File: config.mk
export PLATFORM = sky130hd
export DESIGN_NAME = cfgChainLoader
export DESIGN_NICKNAME = d
export VERILOG_FILES = /design/src/rtl/cfgload_pkg.sv /design/src/rtl/cfgload_dp.sv /design/src/rtl/cfgload_ctrl.sv /design/src/rtl/cfgChainLoader.sv
export SDC_FILE = /design/constraint.sdc
export NUM_CORES = 1
export LEC_CHECK = 0
export BUFFER_PORTS_ARGS = -buffer_cell sky130_fd_sc_hd__buf_2
export CAP_MARGIN = 30
export CORE_ASPECT_RATIO = 0.5
export CORE_UTILIZATION = 45
export CTS_BUF_LIST = sky130_fd_sc_hd__clkbuf_8
export CTS_CLUSTER_SIZE = 14
export DETAILED_ROUTE_END_ITERATION = 6
export SLEW_MARGIN = 20
export SYNTH_ARGS = -nofsm -noshare
export SYNTH_HDL_FRONTEND = slang
export SYNTH_SLANG_ARGS = --single-unit
File: constraint.sdc
create_clock -name cfgClk -period 3.2 [get_ports cfgClk]
set_input_delay 0.48 -clock cfgClk [delete_from_list [all_inputs] [get_ports cfgClk]]
set_output_delay 0.48 -clock cfgClk [all_outputs]
set_load 0.02 [all_outputs]
File: src/rtl/cfgload_pkg.sv
package cfgload_pkg;
  localparam logic [7:0] FILL_BYTE = 8'hFF;
  localparam logic [7:0] SYNC_BYTE = 8'hF2;
  localparam int unsigned HDR_BYTES = 6;

  typedef enum logic [2:0] {
    ST_IDLE,
    ST_HDR,
    ST_FRAME,
    ST_START,
    ST_DONE,
    ST_FAULT
  } loadState_t;

  typedef struct packed {
    logic lenShift;
    logic memWrite;
  } dpStrobe_t;
endpackage

File: src/rtl/cfgload_dp.sv
module cfgload_dp
  import cfgload_pkg::*;
#(
  parameter int unsigned MEM_BYTES = 16,
  parameter int unsigned LEN_W     = 24,
  localparam int unsigned AW       = $clog2(MEM_BYTES),
  localparam int unsigned CW       = $clog2(MEM_BYTES + 1)
) (
  input  logic             clk,
  input  logic             rstN,
  input  dpStrobe_t        strobe,
  input  logic [7:0]       dataIn,
  input  logic [AW-1:0]    rdAddr,
  output logic [7:0]       rdData,
  output logic [LEN_W-1:0] lenCount,
  output logic             memFull,
  output logic             byteIsFill,
  output logic             byteIsSync
);
  logic [7:0]       cfgMem [MEM_BYTES];
  logic [CW-1:0]    wrCnt;
  logic [LEN_W-1:0] lenReg;
  logic             fullReg;

  assign byteIsFill = (dataIn == FILL_BYTE);
  assign byteIsSync = (dataIn == SYNC_BYTE);

  always_ff @(posedge clk) begin
    if (!rstN) begin
      lenReg <= '0;
    end else if (strobe.lenShift) begin
      lenReg <= {lenReg[LEN_W-9:0], dataIn};
    end
  end

  always_ff @(posedge clk) begin
    if (!rstN) begin
      wrCnt   <= '0;
      fullReg <= 1'b0;
    end else if (strobe.memWrite && !fullReg) begin
      wrCnt   <= wrCnt + 1'b1;
      fullReg <= (wrCnt == CW'(MEM_BYTES - 1));
    end
  end

  // the memory holds its contents through reset, like a real array
  always_ff @(posedge clk) begin
    if (strobe.memWrite && !fullReg) begin
      cfgMem[wrCnt[AW-1:0]] <= dataIn;
    end
  end

  assign rdData   = cfgMem[rdAddr];
  assign lenCount = lenReg;
  assign memFull  = fullReg;
endmodule

File: src/rtl/cfgload_ctrl.sv
module cfgload_ctrl
  import cfgload_pkg::*;
#(
  parameter int unsigned TICK_DELAY     = 2,
  parameter int unsigned STARTUP_CYCLES = 5,
  localparam int unsigned TW = $clog2(TICK_DELAY + 1),
  localparam int unsigned SW = $clog2(STARTUP_CYCLES + 1)
) (
  input  logic      clk,
  input  logic      rstN,
  input  logic      oscTick,
  input  logic      initHigh,
  input  logic      selIn,
  input  logic      byteIsFill,
  input  logic      byteIsSync,
  input  logic      memFull,
  output dpStrobe_t strobe,
  output logic      chainOut,
  output logic      doneDriveLow,
  output logic      hdrErr
);
  loadState_t    state;
  logic [2:0]    hdrIdx;
  logic          initSeen;
  logic          armed;
  logic [TW-1:0] tickCnt;
  logic [SW-1:0] startCnt;
  logic          doneRel;
  logic          errReg;
  logic          hdrBad;

  always_comb begin
    hdrBad = 1'b0;
    if (state == ST_HDR) begin
      unique case (hdrIdx)
        3'd0, 3'(HDR_BYTES - 1): hdrBad = !byteIsFill;
        3'd1:                    hdrBad = !byteIsSync;
        default:                 hdrBad = 1'b0;
      endcase
    end
  end

  always_comb begin
    strobe.lenShift = (state == ST_HDR) && (hdrIdx >= 3'd2) && (hdrIdx <= 3'd4);
    strobe.memWrite = (state == ST_FRAME) && selIn && !memFull;
  end

  // oscillator-tick delay that releases the chain output after init
  always_ff @(posedge clk) begin
    if (!rstN) begin
      initSeen <= 1'b0;
      armed    <= 1'b0;
      tickCnt  <= '0;
    end else begin
      if (initHigh) initSeen <= 1'b1;
      if (initSeen && oscTick && !armed) begin
        tickCnt <= tickCnt + 1'b1;
        if (tickCnt == TW'(TICK_DELAY - 1)) armed <= 1'b1;
      end
    end
  end

  always_ff @(posedge clk) begin
    if (!rstN) begin
      state    <= ST_IDLE;
      hdrIdx   <= '0;
      startCnt <= '0;
      doneRel  <= 1'b0;
      errReg   <= 1'b0;
    end else begin
      unique case (state)
        ST_IDLE: begin
          if (initHigh) begin
            state  <= ST_HDR;
            hdrIdx <= '0;
          end
        end
        ST_HDR: begin
          if (hdrBad) begin
            errReg <= 1'b1;
            state  <= ST_FAULT;
          end else begin
            hdrIdx <= hdrIdx + 1'b1;
            if (hdrIdx == 3'(HDR_BYTES - 1)) state <= ST_FRAME;
          end
        end
        ST_FRAME: begin
          if (memFull) begin
            startCnt <= SW'(1);
            if (STARTUP_CYCLES <= 1) begin
              doneRel <= 1'b1;
              state   <= ST_DONE;
            end else begin
              state   <= ST_START;
            end
          end
        end
        ST_START: begin
          startCnt <= startCnt + 1'b1;
          if (startCnt == SW'(STARTUP_CYCLES - 1)) begin
            doneRel <= 1'b1;
            state   <= ST_DONE;
          end
        end
        ST_DONE, ST_FAULT: state <= state;
        default: state <= ST_FAULT;
      endcase
    end
  end

  assign chainOut     = !armed || memFull;
  assign doneDriveLow = !doneRel || errReg;
  assign hdrErr       = errReg;
endmodule

File: src/rtl/cfgChainLoader.sv
module cfgChainLoader
  import cfgload_pkg::*;
#(
  parameter int unsigned MEM_BYTES      = 16,
  parameter int unsigned TICK_DELAY     = 2,
  parameter int unsigned STARTUP_CYCLES = 5,
  localparam int unsigned AW    = $clog2(MEM_BYTES),
  localparam int unsigned LEN_W = 24
) (
  input  logic             cfgClk,
  input  logic             rstN,
  input  logic             oscTick,
  input  logic             initHigh,
  input  logic             selIn,
  input  logic [7:0]       dataIn,
  input  logic [AW-1:0]    rdAddr,
  output logic [7:0]       rdData,
  output logic [LEN_W-1:0] lenCount,
  output logic             memFull,
  output logic             chainOut,
  output logic             doneDriveLow,
  output logic             hdrErr
);
  dpStrobe_t strobe;
  logic      byteIsFill;
  logic      byteIsSync;

  cfgload_ctrl #(
    .TICK_DELAY    (TICK_DELAY),
    .STARTUP_CYCLES(STARTUP_CYCLES)
  ) uCtrl (
    .clk         (cfgClk),
    .rstN        (rstN),
    .oscTick     (oscTick),
    .initHigh    (initHigh),
    .selIn       (selIn),
    .byteIsFill  (byteIsFill),
    .byteIsSync  (byteIsSync),
    .memFull     (memFull),
    .strobe      (strobe),
    .chainOut    (chainOut),
    .doneDriveLow(doneDriveLow),
    .hdrErr      (hdrErr)
  );

  cfgload_dp #(
    .MEM_BYTES(MEM_BYTES),
    .LEN_W    (LEN_W)
  ) uDp (
    .clk       (cfgClk),
    .rstN      (rstN),
    .strobe    (strobe),
    .dataIn    (dataIn),
    .rdAddr    (rdAddr),
    .rdData    (rdData),
    .lenCount  (lenCount),
    .memFull   (memFull),
    .byteIsFill(byteIsFill),
    .byteIsSync(byteIsSync)
  );
endmodule

==> impl_metrics.toml <==
[power_and_ir_drop]
p_per_area_nw_per_um2 = 514
power.total_mw = 4.18
seq_power_share = 0.588
power.leakage_nw = 3.06
clkPwrFrac = 0.346
netSwitchingFraction = 0.252
p_comb_frac = 0.067
p_int_mw = 3.13
power.switching_mw = 1.05
peakVddDrop_mv = 0.263

[floorplan]
initial_core_util = 0.463
rows = 32
fp.dieArea_um2 = 16400
io-pin-count = 53
core_um2 = 15500
die_h_um = 91.2
die_w_um = 180

[critical_path]
cpMostUsedCell = "buf_2"
cp-end-kind = "output port"
cp-start-kind = "input pin"
path_max_fanout = 32
r2r_setup_slack_ns = 0.77
worst_path_max_delay_cell = "mux4_1"
ff2ff_path_depth = 5
crit_type = "input pin to output port"
critPathRequiredTime_ns = 2.72
arrival_ns = 2.11
critPathMaxStageDelay_ns = 0.59
crit_path_cell_trace = "buf_2, buf_12, mux4_1, mux4_2, buf_2"

[synthesis]
synth_top_cell_area_share = 0.537
synth_top_family_by_area = "multiplexers"
ys_seq_area_frac = 0.663
synth-xor-area-share = 0.00489
yosys_warnings = 0
synth.distinct_cells = 45
ys_async_sr_fraction = 0
yosys.area_share.simple = 0.0772
synth_compound_area_frac = 0.0339
syn_area_um2 = 7160
synth_edf_count = 128
post-synth-top-count-cell = "edfxtp_1"
synth.area.mux_share = 0.176
syn_nets = 451
syn_avg_cell_area_um2 = 17.0
synth_ff_type = "edfxtp_1"
synthAdderAreaFrac = 0.0210
synth_top_area_cell = "edfxtp_1"
synth_seq_cells = 173
syn_inst = 422
synth_commonest_cells = "128 x edfxtp_1, 45 x dfxtp_1, 32 x nor2b_1, 27 x mux2i_1, 24 x mux4_1"
synth_area_leaders = "edfxtp_1 54%, dfxtp_1 13%, mux4_1 8.8%"

[clocking]
cts_resized = 0
cts_buffers = 17
clk_pin_slew_worst_paths_ns = 0.09
clkLatencyLatePin_ns = 0.45
clock-sinks = 173
cts_root_buf = "clkbuf_8"
cts_tree = "done"
holdBufCountCts = 0
cts_setup_buffers = 0
h-tree-depth = 4
cts_buffer_depth = 2

[sta]
fin_ws_ns = 0.606
layout_worst_path_cycle_share = 0.810
max-slew-margin-rel = 0.477
setup_viol = 0
fmax_mhz = 386
period_minus_slack_ns = 2.59
worst_pin_slew_ns = 0.779
finalHoldViolCount = 0
finalSetupTns_ns = 0
rsz0062_at_grt = "false"
slew_violations = 0
fin_skew_ns = 0.0243

[global_routing]
grt_first_pass_wirelength_mm = 21.5
grt_max_degree = 33
overflow = 0
antenna_found_initial = 0
grt_pass1_vias = 3714
grtUsageTotal = 0.180

[detailed_routing]
wl_per_cell_um = 19.7
vias_per_cell = 5.38
drtPass1Iterations = 4
drt_iter0_drc = 214
drcViolationCount = 0
totalWireLength_mm = 14.0
detail-route-antenna-nets = 0
vias = 3821

[cells_and_area]
multi_input_area_um2 = 2250
design_area_um2 = 8130
nFillCells = 1276
seqCellArea_um2 = 4740
syn2layout_area_growth_pct = 13.6
drive_gt1_frac = 0.251
postLayoutCoreUtil = 0.526
nets = 523
diodes = 0

[placement]
pre_cts_ws_ns = 0.603
gp_congestion = 0.763
placed_area_um2 = 7720
hpwl_mm = 8.88
portBuffers = 52

[job]
max_cap_viol_count = 0

[min_path]
min_path_type = "input pin to flop"
hold_depth = 2

[run_status]
outcome = "finished, final reports clean"
[flip-flops by register name, summed over array words and instances (netlist names)]
signal	count
uDp.cfgMem	128
uDp.lenCount	24
uDp.wrCnt	5
uCtrl.hdrIdx	3
uCtrl.startCnt	3
uCtrl.state	3
uCtrl.tickCnt	2
uCtrl.armed	1
uCtrl.doneRel	1
uCtrl.hdrErr	1
uCtrl.initSeen	1
uDp.memFull	1
[cell usage in the layout (no fill, tap or decap), drive strengths merged, types with 3 or more instances in the layout]
cell type,n
edfxtp,128
buf,75
dfxtp,45
mux4,40
nor2b,32
mux2i,27
nand2,18
nor2,17
clkbuf,17
inv,17
ha,12
nor3,9
and2,7
o21ai,7
nand2b,6
a21oi,6
clkinv,5
o211a,4
and3,3
xnor2,3
a21boi,3
[routing by layer]
metal	routed length, um	GRT usage
met1	6890	0.264
met2	6140	0.267
met3	900	0.0441
met4	27	0.0520
met5	0	0
[cells by family after synthesis]
kind of cell | after synthesis
fa+ha+maj | 12
mux | 67
buf+inv | 32
compound gates | 33
flops | 173
xor+xnor | 4
simple gates | 101
[power groups by stage]
| stage | combinational (mW) | clock (mW) | sequential (mW) |
|---|---|---|---|
| floorplan | 0.211 | 0 | 2.49 |
| global placement | 0.279 | 0 | 2.51 |
| detailed placement | 0.282 | 0 | 2.51 |
| CTS | 0.283 | 1.48 | 2.46 |
| global route | 0.309 | 1.58 | 2.46 |
| finish | 0.279 | 1.44 | 2.46 |
[area by class of cell]
class	count	share of cell area
repair buffers	75	0.0572
multi-input cells	217	0.277
flip-flops and latches	173	0.583
inverters	10	0.00461
well taps	204	0.0314
clock buffers	17	0.0288
clock inverters	14	0.0182
[worst paths after layout]
| kind | startpoint | to |
|---|---|---|
| min reg2reg | uCtrl.hdrErr$_SDFFE_PN0P_ | uCtrl.hdrErr$_SDFFE_PN0P_ |
| min | initHigh | uCtrl.initSeen$_SDFFE_PN0P_ |
| max reg2reg | uCtrl.state[1]$_SDFFE_PN0P_ | uDp.cfgMem[14][4]$_DFFE_PP_ |
| max | rdAddr[0] | rdData[6] |
[worst max-delay path: cells and delay by family]
family	cells	cell delay, ns
buffers and inverters	3	0.52
muxes	2	1.09
[per-stage QoR]
step	cells	hold WS (ns)
after floorplan	422	0.440
after global placement	678	0.454
after detailed placement	678	0.461
after CTS	709	0.258
after global routing	710	0.277
final	710	0.285
No activity file was read; power rests on OpenSTA's default activity.
